**src/rtl/serrx_pkg.sv**
```systemverilog
package serrx_pkg;
    typedef struct packed {
        logic       ferr;
        logic       b9;
        logic [7:0] data;
    } rx_word_t;

    typedef enum logic [1:0] {ST_IDLE, ST_START, ST_DATA, ST_STOP} rx_st_e;
endpackage

```
**src/rtl/serrx_tick.sv**
```systemverilog
module serrx_tick #(
    parameter int DIV_W = 8
) (
    input  logic             clk,
    input  logic             rst_n,
    input  logic             run,
    input  logic [DIV_W-1:0] div,
    output logic             tick
);
    logic [DIV_W-1:0] cnt_d, cnt_q;

    always_comb begin
        cnt_d = cnt_q;
        tick  = 1'b0;
        if (!run) begin
            cnt_d = '0;
        end else if (cnt_q == div) begin
            cnt_d = '0;
            tick  = 1'b1;
        end else begin
            cnt_d = cnt_q + DIV_W'(1);
        end
    end

    always_ff @(posedge clk) begin
        if (!rst_n) cnt_q <= '0;
        else        cnt_q <= cnt_d;
    end
endmodule

```
**src/rtl/serrx_fifo.sv**
```systemverilog
module serrx_fifo
    import serrx_pkg::*;
#(
    parameter int DEPTH = 2
) (
    input  logic     clk,
    input  logic     rst_n,
    input  logic     push,
    input  rx_word_t wdata,
    input  logic     pop,
    output logic     full,
    output logic     valid,
    output rx_word_t head
);
    localparam int PW = (DEPTH > 1) ? $clog2(DEPTH) : 1;
    localparam int CW = $clog2(DEPTH + 1);

    typedef struct packed {
        rx_word_t [DEPTH-1:0] mem;
        logic [PW-1:0]        rp;
        logic [PW-1:0]        wp;
        logic [CW-1:0]        cnt;
    } fifo_st_t;

    fifo_st_t q, d;
    logic do_push, do_pop;

    function automatic logic [PW-1:0] adv(input logic [PW-1:0] p);
        return (p == PW'(DEPTH - 1)) ? '0 : p + PW'(1);
    endfunction

    assign full  = (q.cnt == CW'(DEPTH));
    assign valid = (q.cnt != '0);
    assign head  = q.mem[q.rp];

    always_comb begin
        d       = q;
        do_push = push && !full;
        do_pop  = pop && valid;
        if (do_push) begin
            d.mem[q.wp] = wdata;
            d.wp        = adv(q.wp);
        end
        if (do_pop) d.rp = adv(q.rp);
        case ({do_push, do_pop})
            2'b10:   d.cnt = q.cnt + CW'(1);
            2'b01:   d.cnt = q.cnt - CW'(1);
            default: d.cnt = q.cnt;
        endcase
    end

    always_ff @(posedge clk) begin
        if (!rst_n) q <= '0;
        else        q <= d;
    end
endmodule

```
**src/rtl/serrx_frame.sv**
```systemverilog
module serrx_frame
    import serrx_pkg::*;
#(
    parameter int OVS = 16
) (
    input  logic     clk,
    input  logic     rst_n,
    input  logic     tick,
    input  logic     rx,
    input  logic     sync_mode,
    input  logic     nine,
    input  logic     async_en,
    input  logic     sync_en,
    output logic     done,
    output rx_word_t word,
    output logic     sclk
);
    localparam int OW   = $clog2(OVS);
    localparam int HALF = OVS / 2;

    typedef struct packed {
        rx_st_e        st;
        logic [OW-1:0] cnt;
        logic [3:0]    bitn;
        logic [8:0]    sh;
        logic [1:0]    smp;
        logic          sclk;
    } eng_t;

    eng_t q, d;
    logic       last, maj, rbit;
    logic [8:0] shin;

    function automatic rx_word_t pack_word(input logic [8:0] s, input logic nn,
                                           input logic f);
        rx_word_t w;
        w.ferr = f;
        w.b9   = nn ? s[8] : 1'b0;
        w.data = nn ? s[7:0] : s[8:1];
        return w;
    endfunction

    assign sclk = q.sclk;

    always_comb begin
        d    = q;
        done = 1'b0;
        word = '0;
        last = (q.bitn == (nine ? 4'd8 : 4'd7));
        maj  = (q.smp[1] & q.smp[0]) | (q.smp[1] & rx) | (q.smp[0] & rx);
        rbit = sync_mode ? rx : maj;
        shin = {rbit, q.sh[8:1]};
        if (tick) d.smp = {q.smp[0], rx};
        if (sync_mode) begin
            d.st  = ST_IDLE;
            d.cnt = '0;
            if (!sync_en) begin
                d.bitn = '0;
                d.sclk = 1'b0;
            end else if (tick) begin
                d.sclk = !q.sclk;
                if (!q.sclk) begin
                    d.sh = shin;
                    if (last) begin
                        done   = 1'b1;
                        word   = pack_word(shin, nine, 1'b0);
                        d.bitn = '0;
                    end else begin
                        d.bitn = q.bitn + 4'd1;
                    end
                end
            end
        end else begin
            d.sclk = 1'b0;
            if (!async_en) begin
                d.st   = ST_IDLE;
                d.cnt  = '0;
                d.bitn = '0;
            end else if (tick) begin
                d.cnt = q.cnt + OW'(1);
                case (q.st)
                    ST_IDLE: begin
                        d.cnt = '0;
                        if (!rx) d.st = ST_START;
                    end
                    ST_START: begin
                        if (q.cnt == OW'(HALF - 1)) begin
                            d.cnt  = '0;
                            d.bitn = '0;
                            d.st   = rx ? ST_IDLE : ST_DATA;
                        end
                    end
                    ST_DATA: begin
                        if (q.cnt == OW'(OVS - 1)) begin
                            d.cnt = '0;
                            d.sh  = shin;
                            if (last) d.st = ST_STOP;
                            else      d.bitn = q.bitn + 4'd1;
                        end
                    end
                    default: begin
                        if (q.cnt == OW'(OVS - 1)) begin
                            done   = 1'b1;
                            word   = pack_word(q.sh, nine, !maj);
                            d.cnt  = '0;
                            d.bitn = '0;
                            d.st   = ST_IDLE;
                        end
                    end
                endcase
            end
        end
    end

    always_ff @(posedge clk) begin
        if (!rst_n) begin
            q     <= '0;
            q.st  <= ST_IDLE;
            q.smp <= 2'b11;
        end else begin
            q <= d;
        end
    end
endmodule

```
**src/rtl/serrx_top.sv**
```systemverilog
module serrx_top
    import serrx_pkg::*;
#(
    parameter int DIV_W = 8,
    parameter int DEPTH = 2,
    parameter int OVS   = 16
) (
    input  logic             clk,
    input  logic             rst_n,
    input  logic             sync_mode,
    input  logic [DIV_W-1:0] baud_div,
    input  logic             rx_in,
    output logic             sclk_out,
    input  logic             csr_wr,
    input  logic [7:0]       csr_wdata,
    output logic [7:0]       csr_rdata,
    input  logic             data_rd,
    output logic [7:0]       data_out,
    output logic             data_valid
);
    typedef struct packed {
        logic spen;
        logic nine;
        logic sren;
        logic cren;
        logic oerr;
        logic s1;
        logic s2;
    } csr_t;

    csr_t     q, d;
    logic     tick, done, full, async_en, sync_en;
    rx_word_t word, head;

    assign async_en = q.spen && q.cren && !q.oerr;
    assign sync_en  = q.spen && (q.cren || q.sren) && !q.oerr;

    serrx_tick #(.DIV_W(DIV_W)) u_tick (
        .clk(clk), .rst_n(rst_n), .run(q.spen), .div(baud_div), .tick(tick)
    );

    serrx_frame #(.OVS(OVS)) u_frame (
        .clk(clk), .rst_n(rst_n), .tick(tick), .rx(q.s2), .sync_mode(sync_mode),
        .nine(q.nine), .async_en(async_en), .sync_en(sync_en),
        .done(done), .word(word), .sclk(sclk_out)
    );

    serrx_fifo #(.DEPTH(DEPTH)) u_fifo (
        .clk(clk), .rst_n(rst_n), .push(done), .wdata(word), .pop(data_rd),
        .full(full), .valid(data_valid), .head(head)
    );

    always_comb begin
        d    = q;
        d.s1 = rx_in;
        d.s2 = q.s1;
        if (done && full) d.oerr = 1'b1;
        if (done && sync_mode && !q.cren) d.sren = 1'b0;
        if (csr_wr) begin
            d.spen = csr_wdata[7];
            d.nine = csr_wdata[6];
            d.sren = csr_wdata[5];
            d.cren = csr_wdata[4];
            if (!csr_wdata[4]) d.oerr = 1'b0;
        end
    end

    always_ff @(posedge clk) begin
        if (!rst_n) q <= '{spen: 1'b0, nine: 1'b0, sren: 1'b0, cren: 1'b0,
                           oerr: 1'b0, s1: 1'b1, s2: 1'b1};
        else        q <= d;
    end

    assign csr_rdata = {q.spen, q.nine, q.sren, q.cren, 1'b0,
                        data_valid & head.ferr, q.oerr, head.b9};
    assign data_out  = head.data;
endmodule

```
**config.mk**
```make
export PLATFORM = sky130hd
export DESIGN_NAME = serrx_top
export DESIGN_NICKNAME = d
export VERILOG_FILES = /design/src/rtl/serrx_pkg.sv /design/src/rtl/serrx_tick.sv /design/src/rtl/serrx_fifo.sv /design/src/rtl/serrx_frame.sv /design/src/rtl/serrx_top.sv
export SDC_FILE = /design/constraint.sdc
export NUM_CORES = 1
export LEC_CHECK = 0
export BUFFER_PORTS_ARGS = -buffer_cell sky130_fd_sc_hd__clkbuf_2
export CORE_ASPECT_RATIO = 1.4
export CORE_MARGIN = 2
export CORE_UTILIZATION = 45
export CTS_CLUSTER_DIAMETER = 200
export CTS_CLUSTER_SIZE = 28
export DETAILED_ROUTE_END_ITERATION = 7
export PLACE_DENSITY = 0.65
export SETUP_SLACK_MARGIN = 0.4
export SLEW_MARGIN = 40
export SYNTH_ARGS = -nofsm -noshare
export SYNTH_HDL_FRONTEND = slang
export SYNTH_HIERARCHICAL = 1
export SYNTH_SLANG_ARGS = --single-unit
```
**constraint.sdc**
```tcl
create_clock -name clk -period 5.1 [get_ports clk]
set_input_delay 0.765 -clock clk [delete_from_list [all_inputs] [get_ports clk]]
set_output_delay 0.765 -clock clk [all_outputs]
set_load 0.01 [all_outputs]
```
==> out/results.txt, run 1 <==
Post-Layout Cell Count -> 508
Routability Congestion -> 0.755
share of cells above drive strength 1 -> 18.2%
EDFF count, synth -> 0
Ant. Diodes -> 0
Post-DRT Antenna Nets -> 0
CP max stage cell -> or3_1
drt first pass iters -> 5
Clock Latency Late Sink -> 340 ps
worst IR drop on VDD -> 0.230 mV
Total GRT Usage -> 17.1%
crit-path cells -> clkbuf_2, xor2_1, nor4_2, buf_4, and3_1, buf_4, nand2b_1, nor3_1, nand2b_1, nand2_1, ha_1, or3_1, a21boi_0
Fmax achieved -> 318 MHz
Compound-Gate Fraction of Synth Area -> 15.0%
P&R area growth vs syn -> 12.2%
first-pass GRT wire length -> 11.2 mm
vias per inst -> 5.32
final hold vios -> 0
post-synthesis xor/xnor area fraction -> 3.98%
Worst Path Arrival -> 3400 ps
CP startpoint kind -> primary input
post-synthesis sequential area ratio -> 37.0%
die height -> 105 um
Initial Util -> 46.9%
DRC -> 0
synthesized instance count -> 382
Crit path largest cell delay -> 360 ps
PwrDens -> 271 nW/um2
Slew Limit Fails -> 0
total number of vias -> 2705
CTS tree -> done
Tcrit/Tclk final -> 61.6%
initial DRC count -> 96
Die W -> 76.3 um
final core occ -> 52.7%
CTS hold repair buffers -> 0
relative slew slack -> 52.3%
Pleak -> 1.41 nW
WP data required -> 5360 ps
clock-pin transition on the worst setup and hold timing paths -> 60 ps
Routed WL -> 6.57 mm
Synth Area per Inst -> 8.63 um2
GR Overflow Total -> 0
CTS Buf Count -> 9
synthesized cell area -> 3300 um2
Synth Flop Type -> dfxtp_1
setup TNS -> 0 ps
Row Count -> 36
Synth Area in Simple Gates -> 21.7%
delay-heaviest family, CP -> simple AND/OR/NAND/NOR gates
Finish-stage setup viols -> 0
area of the die -> 8040 um2
Worst-Margin Slew -> 710 ps
clk_skew -> 6.65 ps
core area -> 7030 um2
flops & latches, synth -> 61
mux contribution to synthesized area -> 12.4%
post-synth cell types -> 57
CTS max path bufs -> 2
Critical Path Fanout Max -> 15
synthesized net count -> 412
max-capacitance violation count -> 0
yosys warns -> 6
CTS root buffer -> clkbuf_8
Net count, final -> 438
largest net degree at the start of global routing -> 50
status -> completed
Buffers & Inverters on Critical Path -> 3
clock sinks -> 61
WL/cell -> 12.9 um
CTS H-Tree Depth -> 3
async set-reset flop share out of synthesis -> 0%
Post-Place Cells -> 492
RSZ-0062 raised after global routing -> no
post-CTS setup buffers -> 0
vias in the first global route -> 2494
Setup Crit Path Kind -> primary input to flop
Crit. End Element -> flop
Adder-Cell Fraction of Synth Area -> 3.34%
Min Clock Period, post-route -> 3140 ps
combinational family with the most area after synthesis -> simple AND/OR/NAND/NOR gates
post-CTS resize count -> 0
Hold WC Path Type -> flop to flop
Final HPWL DP -> 4.67 mm
num ports -> 40
initial antenna violation count -> 0
Port Buf Inserts -> 34
report_power, final:
group,internal (mW),switching [mW]
Combinational,0.0156,0.0220
Sequential,0.479,0.00405
Clock,0.300,0.183
metal layers:
| metal | global-route usage, % | wire length (um) | up-vias |
|---|---|---|---|
| li1 | - | - | 1389 |
| met1 | 20.2 | 2980 | 1276 |
| met2 | 29.3 | 3330 | 33 |
| met3 | 5.14 | 197 | 7 |
| met4 | 5.84 | 70 | 0 |
| met5 | 0 | 0 | - |
worst register-to-register path, delay by kind of cell (launching register included):
kind | cells | cell delay [ps]
adders and majority gates | 1 | 320
DFF | 1 | 350
xor gates and xnor gates | 1 | 180
buffers and inverters | 2 | 400
AOI/OAI and AO/OA | 1 | 150
and+or+nand+nor | 7 | 1530
synth_stat cells, types with 2 or more instances:
cell | number | area [um2]
nor4_2 | 3 | 37.5
and2_1 | 2 | 12.5
o21a_1 | 2 | 15.0
and3_1 | 5 | 31.3
or4_1 | 2 | 15.0
nor3b_1 | 3 | 22.5
a41o_1 | 2 | 20.0
nor2b_1 | 8 | 50.1
mux2i_1 | 26 | 260
nand2b_1 | 8 | 50.1
buf_6 | 3 | 33.8
ha_1 | 8 | 100
o31ai_1 | 3 | 22.5
clkbuf_1 | 9 | 33.8
xor2_1 | 10 | 87.6
inv_1 | 18 | 67.6
nor3_1 | 5 | 25.0
dfxtp_1 | 61 | 1220
a211oi_1 | 5 | 37.5
a21oi_1 | 17 | 85.1
xnor2_1 | 5 | 43.8
nor2_1 | 15 | 56.3
a21boi_1 | 3 | 22.5
a22oi_1 | 10 | 75.1
buf_2 | 2 | 10.0
o22ai_1 | 3 | 18.8
mux2_2 | 12 | 135
or2_2 | 2 | 12.5
a221oi_1 | 3 | 26.3
o21ai_0 | 16 | 80.1
nand2_1 | 58 | 218
o21ai_1 | 3 | 15.0
buf_4 | 8 | 60.1
nand3_1 | 15 | 75.1
or3_1 | 5 | 31.3
per-stage QoR:
stage	hold WS, ps	power, mW	worst slack, ps	instance area [um2]
2_1_floorplan	386	0.519	1850	3300
3_3_place_gp	401	0.531	1670	3470
3_5_place_dp	397	0.532	1630	3470
4_1_cts	412	1.02	1960	3700
5_1_grt	441	1.05	1770	3700
6_report	411	1.00	1960	3700
cell type report:
class / instances / area [um2]
Tap cell: 95 / 119
Clock buffer: 12 / 155
Timing Repair Buffer: 38 / 200
Multi-Input combinational cell: 279 / 1860
Sequential cell: 61 / 1220
Clock inverter: 4 / 70.1
Fill cell: 682 / 3330
Inverter: 19 / 71.3
worst paths after layout:
kind | from | endpoint | slack [ps] | depth (start not counted)
setup / recovery | baud_div[7] | u_fifo/q[1] | 1960 | 13
hold / removal | d[0] | q[0] | 410 | 1
setup reg to reg | u_tick/cnt_q[4] | u_fifo/q[1] | 2080 | 12
hold reg to reg | d[0] | q[0] | 410 | 1
state kept, by name, summed over array words and instances (netlist names):
register,count
d,1
u_frame/q,21
u_fifo/q,24
u_tick/cnt_q,8
q,1
u_frame/sclk,1
csr_rdata,5
cells in the final DEF (no fill, tap or decap), types with 2 or more instances in the layout:
cell type	count
and3_1	5
xnor2_1	5
a211oi_1	5
clkbuf_2	34
and2_1	2
a22oi_1	10
o21a_1	2
a21boi_1	3
nand2b_1	8
o21ai_0	16
nand3_1	15
o22ai_1	3
mux2_2	12
ha_1	8
xor2_1	10
clkinv_2	2
mux2i_1	26
inv_1	18
nor3b_1	3
or4_1	2
dfxtp_1	61
nor2b_1	8
a221oi_1	3
bufinv_16	2
a21oi_1	17
buf_4	4
a41o_1	2
o21ai_1	3
nor4_2	3
clkbuf_8	11
o31ai_1	3
or3_1	5
nor2_1	15
or2_2	2
nor3_1	5
nand2_1	58
cells by family after synthesis:
logic type      Yosys count
buf+inv                  42
other cells               1
mux                      39
flops                    61
xor+xnor                 15
compound gates           75
simple gates            140
fa+ha+maj                 9
(Power assumes the default switching activity.)
==> run 2, diff against run 1 <==
==> constraint.sdc (replaced) <==
create_clock -name clk -period 3.09 [get_ports clk]
set_input_delay 0.4635 -clock clk [delete_from_list [all_inputs] [get_ports clk]]
set_output_delay 0.4635 -clock clk [all_outputs]
set_load 0.01 [all_outputs]
==> out/results.txt, run 2 (synthesis gave the netlist of run 1 again) <==
status -> completed
Ant. Diodes -> 0 (unchanged)
Worst Hold Depth -> 2 (+1)
relative slew slack -> 56.8% (+4.5 points)
first-pass GRT wire length -> 12.3 mm (+10%)
CP startpoint kind -> flop
die height -> 105 um (unchanged)
clock sinks -> 61 (unchanged)
met2 GRT Util -> 33.2% (+4.0 points)
CTS hold repair buffers -> 0 (unchanged)
worst IR drop on VDD -> 0.268 mV (+16%)
WP data required -> 3360 ps (-2000 ps)
share of cells above drive strength 1 -> 20.9% (+2.7 points)
Routability Congestion -> 0.778 (+3.1%)
Net count, final -> 442 (+0.91%)
core area -> 7030 um2 (unchanged)
CTS Buf Count -> 9 (unchanged)
Reg area -> 1220 um2 (+0.10%)
Critical Path Fanout Max -> 5 (-10)
Fill cells -> 697 (+2.2%)
most common library cell in the layout ignoring fill and taps -> dfxtp_1
min-delay src -> rx_in
initial antenna violation count -> 0 (unchanged)
total number of vias -> 2745 (+1.5%)
num ports -> 40 (unchanged)
setup TNS -> 0 ps (unchanged)
Top Registers -> u_fifo/q: 24 flops, u_frame/q: 21 flops, u_tick/cnt_q: 8 flops
CTS H-Tree Depth -> 3 (unchanged)
worst-case register-to-register setup slack -> 530 ps (-1550 ps)
Final HPWL DP -> 4.95 mm (+6.1%)
Post-DRT Antenna Nets -> 0 (unchanged)
Crit. End Element -> flop
Top reg by flops -> u_fifo/q
Worst Path Arrival -> 2830 ps (-570 ps)
CTS root buffer -> clkbuf_8
Row Count -> 36 (unchanged)
Hold WC Path Type -> primary input to flop
RSZ-0062 raised after global routing -> yes
Slew Limit Fails -> 0 (unchanged)
Fmax achieved -> 391 MHz
vias per inst -> 5.36 (+0.69%)
Pleak -> 1.43 nW (+1.5%)
DRC -> 0 (unchanged)
clk_skew -> 8.09 ps (+1.44 ps)
Reg-to-Reg Start -> u_tick/cnt_q[0]
worst hold endpoint -> d[0]
clock-pin transition on the worst setup and hold timing paths -> 70 ps (about the same)
Clock Latency Late Sink -> 340 ps (about the same)
WL/cell -> 13.5 um (+4.5%)
Worst R2R Path Depth -> 11 (-1)
max reg flops -> 24 (unchanged)
area of the die -> 8040 um2 (unchanged)
GR Overflow Total -> 0 (unchanged)
vias in the first global route -> 2729 (+9.4%)
commonest non-fill, non-tap cells in the layout -> 60 x dfxtp_1, 58 x nand2_1, 34 x clkbuf_2
drt first pass iters -> 4 (-1)
largest net degree at the start of global routing -> 37 (-26%)
Routed WL -> 6.92 mm (+5.3%)
Port Buf Inserts -> 34 (unchanged)
Setup Crit Path Kind -> flop to flop
final hold vios -> 0 (unchanged)
Total GRT Usage -> 18.5% (+1.5 points)
PwrDens -> 420 nW/um2 (+55%)
FF-to-FF End -> u_fifo/q[1]
Die W -> 76.3 um (unchanged)
initial DRC count -> 72 (-25%)
Post-Place Cells -> 493 (+0.20%)
P&R area growth vs syn -> 14.3%
Post-Layout Cell Count -> 512 (+0.79%)
M1 GR Usage -> 21.1% (+0.94 points)
Worst-Margin Slew -> 644 ps (-66.6 ps)
max-capacitance violation count -> 0 (unchanged)
Finish-stage setup viols -> 0 (unchanged)
CTS tree -> done
CTS max path bufs -> 2 (unchanged)
multi-input logic area -> 1920 um2 (+3.3%)
Tcrit/Tclk final -> 82.8%
Min Clock Period, post-route -> 2560 ps
Top Usage Layer GRT -> met2
GR Util met3 -> 3.25% (-1.9 points)
Initial Util -> 46.9% (unchanged)
==> run 2: cell count changes in the layout (fill, tap and decap cells not counted), sizes merged <==
cell	change
buf	+4
clkinvlp	+3
clkbuf	-2
bufinv	-1
==> run 2: report_power, final <==
| group | internal (mW) | switching, mW |
|---|---|---|
| clock network | 0.391 | 0.328 |
| logic | 0.0265 | 0.0394 |
| registers | 0.791 | 0.00695 |
| total | 1.21 | 0.374 |
==> run 2: area by class of cell <==
| class | count | share of cell area (%) |
|---|---|---|
| repair buffers | 42 | 6.11 |
| clock inverters | 6 | 1.66 |
| multi-input cells | 279 | 51.1 |
| inverters | 19 | 1.89 |
| flip-flops and latches | 61 | 32.4 |
| well taps | 95 | 3.16 |
| clock buffers | 10 | 3.65 |
==> run 2: stage by stage <==
step | setup WS [ps] | util (%) | hold WS [ps] | total power [mW] | instance area, um2
final | 530 | 53.6 | 320 | 1.58 | 3770
after CTS | 503 | 53.5 | 313 | 1.60 | 3760
after global placement | 237 | 50.3 | 391 | 0.880 | 3530
after detailed placement | 196 | 50.3 | 396 | 0.882 | 3530
after global routing | 394 | 53.6 | 330 | 1.64 | 3770
after floorplan | 392 | - | 386 | 0.860 | 3350
==> run 2: timing repair <==
item	in CTS	in global routing
pin swaps	1	1
endpoints found under the setup margin	12	6
gates resized for setup	1	2
hold endpoints to repair	0	0
buffers inserted	3	0
==> run 2: worst max-delay path, stage by stage, from the launching register on <==
cell and delay, ps:
dfxtp_1 370, xor2_1 200, nor4_4 290, and3_4 250, nand2_1 70, or3_4 370, nand2b_4 100, nand2_1 80
ha_4 160, xnor2_1 120, or3_1 300, a21boi_0 150
==> run 2: how the worst max path moves through the flow <==
stage                         start             to  slack [ps]  cells past startpoint
global placement        baud_div[7]   u_fifo/q[14]         240                     11
detailed placement      baud_div[1]   u_fifo/q[18]         200                     11
global route        u_tick/cnt_q[0]  u_frame/q[12]         390                      9
finish              u_tick/cnt_q[0]    u_fifo/q[1]         530                     11
CTS                 u_tick/cnt_q[2]    u_fifo/q[1]         500                     11
floorplan               baud_div[1]    u_fifo/q[1]         390                     11
==> run 2: metal layers <==
layer	vias to the layer above	wire length (um)
li1	1390	-
met4	0	155
met5	-	0
met1	1297	3000
met2	45	3550
met3	13	214
==> run 3, diff against run 2 <==
--- a/config.mk
+++ b/config.mk
@@ -12,7 +12,7 @@
 export CTS_CLUSTER_DIAMETER = 200
 export CTS_CLUSTER_SIZE = 28
 export DETAILED_ROUTE_END_ITERATION = 7
-export PLACE_DENSITY = 0.65
+export PLACE_DENSITY = 0.68
 export SETUP_SLACK_MARGIN = 0.4
 export SLEW_MARGIN = 40
 export SYNTH_ARGS = -nofsm -noshare
==> constraint.sdc (replaced) <==
create_clock -name clk -period 2.1 [get_ports clk]
set_input_delay 0.315 -clock clk [delete_from_list [all_inputs] [get_ports clk]]
set_output_delay 0.315 -clock clk [all_outputs]
set_load 0.01 [all_outputs]
==> out/results.txt, run 3 (synthesis gave the netlist of run 1 again) <==
status -> complete, but fails checks
failing checks -> setup timing
Hold WC Path Type -> primary input to flop
CTS tree -> done
crit-path cells -> xor2_2, nor4_4, and3_4, nand2_2, or3_4, nand2b_4, nand2_4, ha_4, xnor2_1, or3_1, a21boi_1
DP Area -> 3830 um2 (+8.5%)
Top Registers -> u_fifo/q: 24 flops, u_frame/q: 21 flops, u_tick/cnt_q: 8 flops
min-delay src -> rx_in
Reg-to-Reg Start -> u_tick/cnt_q[4]
clock sinks -> 61 (unchanged)
area of the die -> 8040 um2 (unchanged)
Row Count -> 36 (unchanged)
FF-to-FF End -> u_fifo/q[1]
largest net degree at the start of global routing -> 40 (+8.1%)
core area -> 7030 um2 (unchanged)
clk_skew -> 6.75 ps (-1.34 ps)
initial DRC count -> 153 (+110%)
worst-case register-to-register setup slack -> -360 ps (-890 ps)
Reg area -> 1230 um2 (+0.31%)
Top reg by flops -> u_fifo/q
Worst Path Arrival -> 2730 ps (-100 ps)
DRC -> 0 (unchanged)
RSZ-0062 raised after global routing -> yes
Worst Hold Depth -> 2 (unchanged)
Crit. End Element -> flop
die height -> 105 um (unchanged)
CP startpoint kind -> flop
Die W -> 76.3 um (unchanged)
Ant. Diodes -> 0 (unchanged)
Min Clock Period, post-route -> 2460 ps (-97.6 ps)
vias per inst -> 5.27 (-1.7%)
CTS H-Tree Depth -> 3 (unchanged)
CTS hold repair buffers -> 0 (unchanged)
Buffers & Inverters on Critical Path -> 0 (unchanged)
Pleak -> 1.69 nW (+18%)
cell area after layout -> 4340 um2 (+15%)
GR Overflow Total -> 0 (unchanged)
CTS Buf Count -> 9 (unchanged)
Post-DRT Antenna Nets -> 0 (unchanged)
Setup Crit Path Kind -> flop to flop
total number of vias -> 2957 (+7.7%)
final hold vios -> 0 (unchanged)
first-pass GRT wire length -> 12.6 mm (+2.5%)
P&R area growth vs syn -> 31.8%
worst hold endpoint -> d[0]
Finish-stage setup viols -> 33 (+33)
worst setup margin -> -362 ps (-892 ps)
vias in the first global route -> 2883 (+5.6%)
CP max stage cell -> or3_4
most common library cell in the layout ignoring fill and taps -> dfxtp_1
PwrDens -> 534 nW/um2 (+27%)
CTS max path bufs -> 2 (unchanged)
initial antenna violation count -> 0 (unchanged)
delay-heaviest family, CP -> simple AND/OR/NAND/NOR gates
commonest non-fill, non-tap cells in the layout -> 57 x dfxtp_1, 55 x nand2_1, 49 x buf_4
Crit path largest cell delay -> 380 ps (about the same)
Final HPWL DP -> 5.12 mm (+3.4%)
Routed WL -> 7.64 mm (+10%)
max reg flops -> 24 (unchanged)
Tcrit/Tclk final -> 117% (+34 points)
Hold WS -> 161 ps (-159 ps)
Critical Path Fanout Max -> 4 (-1)
worst IR drop on VDD -> 0.512 mV (+91%)
clock-pin transition on the worst setup and hold timing paths -> 70 ps (about the same)
Initial Util -> 46.9% (unchanged)
num ports -> 40 (unchanged)
CTS root buffer -> clkbuf_8
Port Buf Inserts -> 34 (unchanged)
Fmax achieved -> 406 MHz (+4.0%)
WL/cell -> 13.6 um (+0.73%)
WP data required -> 2370 ps (-990 ps)
drt first pass iters -> 4 (unchanged)
share of cells above drive strength 1 -> 35.8% (+15 points)
Slew Limit Fails -> 0 (unchanged)
Clock Latency Late Sink -> 330 ps (about the same)
multi-input logic area -> 2120 um2 (+10%)
Worst R2R Path Depth -> 11 (unchanged)
Fill cells -> 616 (-12%)
Routability Congestion -> 0.820 (+5.3%)
max-capacitance violation count -> 0 (unchanged)
Net count, final -> 491 (+11%)
Total GRT Usage -> 19.2% (+0.68 points)
==> run 3: routing by layer <==
layer  vias to the layer above  track usage [%]  routed length [um]
met3                         6             4.45                 194
met2                        41             36.1                4080
li1                       1491                -                   -
met1                      1419             21.2                3280
met4                         0             5.84                  79
met5                         -                0                   0
==> run 3: worst register-to-register path, stage by stage (launching register included) <==
cell      delay, ps
dfxtp_2         340
xor2_2          180
nor4_4          300
and3_4          260
nand2_2          60
or3_4           380
nand2b_4        100
nand2_4          60
ha_4            160
xnor2_1         120
or3_1           310
a21boi_1        130
==> run 3: where the power goes <==
part / switching (mW) / internal, mW
Combinational: 0.0704 / 0.0526
Clock: 0.450 / 0.577
Sequential: 0.00636 / 1.16
Total: 0.526 / 1.79
==> run 3: through the flow <==
step,setup slack [ps],utilization (%),power (mW),setup TNS (ps),instances
2_1_floorplan,-452,-,1.27,-9940,382
3_3_place_gp,-441,54.6,1.31,-10130,529
3_5_place_dp,-481,54.6,1.31,-10900,529
4_1_cts,-358,60.1,2.34,-6770,555
5_1_grt,-479,61.8,2.41,-10500,561
6_report,-362,61.8,2.32,-7110,561
==> run 3: cell type report <==
| type | count | share of cell area (%) |
|---|---|---|
| Clock inverter | 4 | 1.09 |
| Multi-Input combinational cell | 281 | 48.7 |
| Sequential cell | 61 | 28.2 |
| Tap cell | 95 | 2.74 |
| Inverter | 19 | 1.64 |
| Clock buffer | 12 | 3.34 |
| Timing Repair Buffer | 89 | 14.2 |
==> run 3: how the worst max path moves through the flow <==
stage,from,to,slack [ps],depth (start not counted)
3_5_place_dp,baud_div[1],u_fifo/q[1],-480,12
2_1_floorplan,baud_div[1],u_fifo/q[1],-450,11
4_1_cts,u_tick/cnt_q[1],u_fifo/q[1],-360,11
3_3_place_gp,baud_div[1],u_fifo/q[1],-440,12
5_1_grt,u_tick/cnt_q[4],u_fifo/q[1],-480,11
6_report,u_tick/cnt_q[4],u_fifo/q[1],-360,11
==> run 3: timing repair <==
item	CTS	global route
gates resized for setup	33	20
endpoints found under the setup margin	53	48
gates cloned	2	0
pin swaps	15	9
setup buffers	8	6
